### config.mk
export PLATFORM = sky130hd
export DESIGN_NAME = bank_enable_ctrl
export DESIGN_NICKNAME = d
export VERILOG_FILES = /design/src/rtl/bank_sel_pkg.sv /design/src/rtl/bsr_port_decode.sv /design/src/rtl/bsr_bank_latch.sv /design/src/rtl/bsr_dma_mux.sv /design/src/rtl/bank_enable_ctrl.sv
export SDC_FILE = /design/constraint.sdc
export NUM_CORES = 1
export LEC_CHECK = 0
export BUFFER_PORTS_ARGS = -buffer_cell sky130_fd_sc_hd__buf_2
export CORE_AREA = 2 2 39 41
export CTS_CLUSTER_DIAMETER = 50
export DETAILED_ROUTE_END_ITERATION = 8
export DIE_AREA = 0 0 41 43
export PLACE_DENSITY_LB_ADDON = 0.2
export SETUP_SLACK_MARGIN = 0.3
export SYNTH_ARGS = -nofsm -noshare
export SYNTH_HDL_FRONTEND = slang
export SYNTH_HIERARCHICAL = 1
export SYNTH_SLANG_ARGS = --single-unit
### constraint.sdc
create_clock -name clk -period 2.8 [get_ports clk]
set_input_delay 0.28 -clock clk [delete_from_list [all_inputs] [get_ports clk]]
set_output_delay 0.28 -clock clk [all_outputs]
set_load 0.02 [all_outputs]
### src/rtl/bank_sel_pkg.sv
package bank_sel_pkg;

    // index of each half inside packed pair vectors
    localparam int HALF_LO   = 0;
    localparam int HALF_HI   = 1;
    localparam int NUM_HALVES = 2;

    typedef struct packed {
        logic hi;
        logic lo;
    } half_pair_t;

    typedef struct packed {
        logic       ovr_en;
        half_pair_t forced;
    } dma_cfg_t;

    // pick between stored and forced pair
    function automatic half_pair_t choose_pair(input half_pair_t stored,
                                               input half_pair_t forced,
                                               input logic       use_forced);
        return use_forced ? forced : stored;
    endfunction

    localparam half_pair_t RESET_PAIR = '{hi: 1'b1, lo: 1'b1};

endpackage

### src/rtl/bsr_port_decode.sv
module bsr_port_decode #(
    parameter int ADDR_W = 8
) (
    input  logic [ADDR_W-1:0] addr,
    input  logic [ADDR_W-1:0] port,
    input  logic              out_cycle,
    input  logic              wr_n,
    output logic              wr_pulse
);
    logic addr_hit;

    always_comb begin
        addr_hit = (addr == port);
        wr_pulse = addr_hit && out_cycle && !wr_n;
    end
endmodule

### src/rtl/bsr_bank_latch.sv
module bsr_bank_latch #(
    parameter int   DATA_W    = 8,
    parameter logic RESET_VAL = 1'b1
) (
    input  logic              clk,
    input  logic              rst,
    input  logic              wr,
    input  logic [DATA_W-1:0] data,
    input  logic [DATA_W-1:0] mask,
    output logic              bit_q
);
    logic [DATA_W-1:0] routed;
    logic              any_high;

    always_comb begin
        routed   = data & mask;
        any_high = |routed;
    end

    always_ff @(posedge clk) begin
        if (rst)
            bit_q <= RESET_VAL;
        else if (wr)
            bit_q <= any_high;
    end


    hold_without_write_chk: assert property (@(posedge clk) disable iff (rst)
        !wr |=> $stable(bit_q));


    load_masked_or_chk: assert property (@(posedge clk) disable iff (rst)
        wr |=> (bit_q == ($past(data & mask) != '0)));
endmodule

### src/rtl/bsr_dma_mux.sv
module bsr_dma_mux
    import bank_sel_pkg::*;
(
    input  half_pair_t stored,
    input  dma_cfg_t   cfg,
    input  logic       dma_cycle,
    output half_pair_t eff
);
    logic take_forced;

    always_comb begin
        take_forced = cfg.ovr_en && dma_cycle;
        eff         = choose_pair(stored, cfg.forced, take_forced);
    end
endmodule

### src/rtl/bank_enable_ctrl.sv
module bank_enable_ctrl
    import bank_sel_pkg::*;
#(
    parameter int ADDR_W = 8,
    parameter int DATA_W = 8
) (
    input  logic              clk,
    input  logic              rst,
    input  logic [ADDR_W-1:0] io_addr,
    input  logic              io_out_cycle,
    input  logic              io_wr_n,
    input  logic [DATA_W-1:0] io_data,
    input  logic [ADDR_W-1:0] cfg_port_addr,
    input  logic [DATA_W-1:0] cfg_mask_hi,
    input  logic [DATA_W-1:0] cfg_mask_lo,
    input  logic              cfg_dma_ovr_en,
    input  logic              cfg_dma_hi_en,
    input  logic              cfg_dma_lo_en,
    input  logic              dma_cycle,
    output logic              hi_enable,
    output logic              lo_enable
);
    logic                             wr_pulse;
    logic [NUM_HALVES-1:0][DATA_W-1:0] mask_arr;
    logic [NUM_HALVES-1:0]             bits_q;
    half_pair_t                        stored;
    half_pair_t                        eff;
    dma_cfg_t                          dcfg;

    always_comb begin
        mask_arr[HALF_HI] = cfg_mask_hi;
        mask_arr[HALF_LO] = cfg_mask_lo;
        stored.hi         = bits_q[HALF_HI];
        stored.lo         = bits_q[HALF_LO];
        dcfg.ovr_en       = cfg_dma_ovr_en;
        dcfg.forced.hi    = cfg_dma_hi_en;
        dcfg.forced.lo    = cfg_dma_lo_en;
        hi_enable         = eff.hi;
        lo_enable         = eff.lo;
    end

    bsr_port_decode #(.ADDR_W(ADDR_W)) u_dec (
        .addr      (io_addr),
        .port      (cfg_port_addr),
        .out_cycle (io_out_cycle),
        .wr_n      (io_wr_n),
        .wr_pulse  (wr_pulse)
    );

    for (genvar h = 0; h < NUM_HALVES; h++) begin : g_half
        localparam logic RV = (h == HALF_HI) ? RESET_PAIR.hi : RESET_PAIR.lo;
        bsr_bank_latch #(.DATA_W(DATA_W), .RESET_VAL(RV)) u_latch (
            .clk   (clk),
            .rst   (rst),
            .wr    (wr_pulse),
            .data  (io_data),
            .mask  (mask_arr[h]),
            .bit_q (bits_q[h])
        );
    end

    bsr_dma_mux u_mux (
        .stored    (stored),
        .cfg       (dcfg),
        .dma_cycle (dma_cycle),
        .eff       (eff)
    );


    ovr_off_follows_store_chk: assert property (@(posedge clk) disable iff (rst)
        !cfg_dma_ovr_en |-> (hi_enable == bits_q[HALF_HI] && lo_enable == bits_q[HALF_LO]));


    dma_forces_hi_chk: assert property (@(posedge clk) disable iff (rst)
        (cfg_dma_ovr_en && dma_cycle) |-> (hi_enable == cfg_dma_hi_en));


    dma_forces_lo_chk: assert property (@(posedge clk) disable iff (rst)
        (cfg_dma_ovr_en && dma_cycle) |-> (lo_enable == cfg_dma_lo_en));


    ovr_idle_follows_store_chk: assert property (@(posedge clk) disable iff (rst)
        (cfg_dma_ovr_en && !dma_cycle) |-> (hi_enable == bits_q[HALF_HI] && lo_enable == bits_q[HALF_LO]));
endmodule

# [Yosys cells after proc, flatten, opt, wreduce, memory -nomap -nowiden]
# Cells that the tools add are included.
[op_classes] n_addsub=0 multipliers=0 div=0 n_lt_le_gt_ge=0 eq_ne=1 shifts=0 n_mux=1 bitwise=2 reduce_logical=6
[op_table] op="$and A8 B8 Y8" n=2
[op_table] op="$reduce_or A8 Y1" n=2
[op_table] op="$eq A8 B8 Y1" n=1
[op_table] op="$logic_and A1 B1 Y1" n=3
[op_table] op="$mux W2" n=1
[op_table] op="$logic_not A1 Y1" n=1
[totals] regBits=2 latchBits=0 ramBits=0 romBits=0 in_bits=48 output_inout_bits=2 elab_cells=12 memories=0

# [Longest topological paths before layout]
[logic_depth] word_depth=3 ltp_mapped=6 ltp_nobuf=6

# [Cells and area by module]
# Netlist, hierarchy kept.
[by_module_without_submodules] mod="bsr_bank_latch" instances=2 cells_per_inst=8 area_per_inst_um2=81.3 seq_area_each_um2=20.0
[by_module_without_submodules] mod="bsr_port_decode" instances=1 cells_per_inst=12 area_per_inst_um2=98.8 seq_area_each_um2=0.0
[by_module_without_submodules] mod="bsr_dma_mux" instances=1 cells_per_inst=3 area_per_inst_um2=26.3 seq_area_each_um2=0.0

# [Least setup slack after synthesis]
# Ideal clock, no wire load.
[synth_timing] kind="input to register" startpoint="in cfg_port_addr[4]" endpoint="reg g_half[0].u_latch.bit_q" setup_ns=0.120 arrival_time_ns=1.030 t_required_ns=2.680 path_slack_ns=1.650 path_stages=5 n_path_buf=0 cell_sequence="xnor2_1 > nand4_1 > nor3_2 > inv_1 > a211o_1"
[synth_between] elab_chain_len=3
[synth_lines] element="start, declared" line="bank_enable_ctrl.sv:13" text="input logic [ADDR_W-1:0] cfg_port_addr,"
[synth_lines] element="$eq A8 B8 Y1" line="bsr_port_decode.sv:13" text="addr_hit = (addr == port);"
[synth_lines] element="$logic_and A1 B1 Y1 (2 in series)" line="bsr_port_decode.sv:14" text="wr_pulse = addr_hit && out_cycle && !wr_n;"
[synth_lines] element="via wr_pulse" line="bank_enable_ctrl.sv:23" text="logic wr_pulse;"
[synth_lines] element="end signal, assigned" line="bsr_bank_latch.sv:24" text="bit_q <= any_high;"
[synth_lines] element="end, declared" line="bsr_bank_latch.sv:10" text="output logic bit_q"
# The timed path passes the listed nets, and every way through them passes these cells.
# A chain may end at the register's enable or synchronous reset.

# [Final worst setup path]
[layout_timing] startpoint="in cfg_dma_ovr_en" endpoint="out lo_enable"
[layout_between] elab_chain_len=2
[layout_lines] element="start, declared" line="bank_enable_ctrl.sv:16" text="input logic cfg_dma_ovr_en,"
[layout_lines] element="$logic_and A1 B1 Y1" line="bsr_dma_mux.sv:12" text="take_forced = cfg.ovr_en && dma_cycle;"
[layout_lines] element="$mux W2" line="bank_sel_pkg.sv:22" text="return use_forced ? forced : stored;"
[layout_lines] element="end, declared" line="bank_enable_ctrl.sv:21" text="output logic lo_enable"
# Every way passes these cells.

==> flow_summary.toml <==
[clock_tree]
insertion_delay_ns = 0.22
clockBufferDepth = 2
cts_hold_buf = 0
cts_root_buf = "clkbuf_4"
numCtsBuffers = 3
cts_tree = "yes"
cts.clk_slew.worst_paths_ns = 0.03
htree_num_levels = 1
cts.sinks = 2
cts_resized = 0
post_cts_buffers = 0

[setup_path]
critical_path_class = "in2out"
cpMaxStageDelayCell = "mux2_2"
r2r_setup_slack_ns = 2.14
cp_top_family = "multiplexers"
cpPeakStageDelay_ns = 0.33
crit_arrival_ns = 0.94
worstPathRequired_ns = 2.52
crit_chain = "buf_2, nand2_1, mux2_2, buf_2"
critPathMaxFanout = 2
r2r_end = "g_half[1].u_latch/bit_q"
regToRegStartpoint = "g_half[1].u_latch/bit_q"
worst-r2r-cell-count = 1
path_buf_inv = 2
worstSetupEndpointType = "primary output"
cpMostUsedCell = "buf_2"
start_kind = "input port"

[layout]
area_growth_pct = 100
regArea_um2 = 40.0
stdcell_count = 99
top_register = "g_half.u_latch/bit_q"
n_fill_cell = 148
final_cell_mix = "buf_2 (49), xnor2_1 (8), a22oi_2 (4), a22oi_1 (4), clkbuf_4 (3)"
multi_input_area_um2 = 240
top_regs = "g_half.u_latch/bit_q (2)"
largest_reg_flops = 2
design_area_um2 = 576
drive_gt1_share_pct = 71.1
diodes = 0
finalNetCount = 133
layout_commonest_cell = "buf_2"

[timing]
min_period_ns = 1.22
setup_violations = 0
tightest_slew_ns = 0.205
holdWs_ns = 0.267
fin_tns_setup_ns = 0
slew_violations = 0
hold_viol = 0
rsz0062_at_grt = "no"
slew_headroom_pct = 86.3
finalWorstSetupSlack_ns = 1.58
finClkSkew_ns = 0
fmax_ghz = 0.818
period_share_pct = 43.6

[logic_synthesis]
synth-seq-area-share_pct = 13.9
syn_avg_cell_area_um2 = 9.28
syn_nets = 79
synthCells = 31
synth.cell_area_um2 = 288
yosysWarnings = 6
ys_seq_elements = 2
synth_cell_types = 13

[power_and_ir_drop]
p_int_mw = 0.116
vdd_drop_max_mv = 0.120
switching_share_pct = 24.6
p_leak_nw = 0.277
powerDensity_nw_per_um2 = 266
seq_power_share_pct = 18.8
switchingPower_mw = 0.0377
p_comb_share_pct = 41.1
clkPwrFrac_pct = 40.1

[routing]
drt_wl_total_um = 905
wire_per_inst_um = 9.14
firstDrtPassIters = 2
initialDrtViolationCount = 4
routed_via_density = 4.45
drc = 0
antenna_left = 0
num_vias = 441

[floorplanning]
core_area_um2 = 1380
die_w_um = 41
die_area_um2 = 1760
io_pins = 50
num_rows = 14
start_util_pct = 20.8
die_height_um = 43

[min_path]
worstHoldPathCells = 2
worstHoldEndpoint = "g_half[0].u_latch/bit_q"
hold_class = "in2reg"
hp-start = "rst"

[placement]
dp_cells = 96
dpl_worst_slack_ns = 1.44
dp.final_hpwl_um = 861
place_area_um2 = 553
gp_congestion = 0.627
port_buffers = 49

[global_routing]
antenna_found_initial = 0
grt_pass1_vias = 381
grt_max_degree = 3
gr-total-overflow = 0
grt_usage_pct = 10.7
grt_pass1_wl_um = 1200

[job]
max_cap_violations = 0

[status]
status = "finished clean"
metrics by stage:
stage               util, %  power [mW]
global placement       40.0      0.0930
global route           41.6       0.163
CTS                    41.6       0.157
finish                 41.6       0.153
floorplan                 -      0.0530
detailed placement     40.0      0.0933
metal layers:
metal | global-route usage (%) | routed length (µm)
met1 | 7.05 | 280
met2 | 19.7 | 424
met3 | 3.66 | 200
met4 | 10.0 | 0
met5 | 0 | 0
final cells by class:
class                   count  share of cell area, %
clock buffers               3                   3.91
inverters                   2                   1.30
flip-flops and latches      2                   6.96
repair buffers             49                   42.6
multi-input cells          27                   41.7
well taps                  16                   3.48
kinds of logic after synthesis:
| logic type | after synthesis | share of synthesized area, % |
|---|---|---|
| and+or+nand+nor | 5 | 11.3 |
| DFF | 2 | 13.9 |
| buffers and inverters | 2 | 2.61 |
| muxes | 2 | 7.83 |
| AOI/OAI and AO/OA | 12 | 40.0 |
| xor gates and xnor gates | 8 | 24.3 |
worst max path at each step:
stage	start	endpoint	slack, ns	cells after the start
6_report	cfg_dma_ovr_en	lo_enable	1.58	4
2_1_floorplan	cfg_port_addr[4]	g_half[0].u_latch/bit_q	1.65	5
4_1_cts	cfg_dma_ovr_en	lo_enable	1.58	4
3_3_place_gp	cfg_port_addr[7]	g_half[0].u_latch/bit_q	1.46	6
5_1_grt	cfg_dma_ovr_en	lo_enable	1.53	4
3_5_place_dp	cfg_port_addr[7]	g_half[0].u_latch/bit_q	1.44	6
power groups by stage:
stage	logic, mW	registers [mW]	clock network, mW
CTS	0.0643	0.0288	0.0642
global route	0.0697	0.0288	0.0646
floorplan	0.0239	0.0292	0
finish	0.0631	0.0288	0.0615
global placement	0.0638	0.0292	0
detailed placement	0.0641	0.0292	0
synth_stat cells:
| cell type | count | share of area [%] |
|---|---|---|
| inv_1 | 2 | 2.6 |
| dfxtp_1 | 2 | 14 |
| nor3_2 | 1 | 3.5 |
| a22oi_2 | 4 | 17 |
| nand4_1 | 1 | 2.2 |
| a22oi_1 | 4 | 10 |
| nand3_1 | 1 | 1.7 |
| nand3b_1 | 1 | 2.6 |
| nand2_1 | 1 | 1.3 |
| xnor2_1 | 8 | 24 |
| a41oi_1 | 2 | 6.1 |
| mux2_2 | 2 | 7.8 |
| a211o_1 | 2 | 6.1 |
No activity file was read; power rests on OpenSTA's default activity.
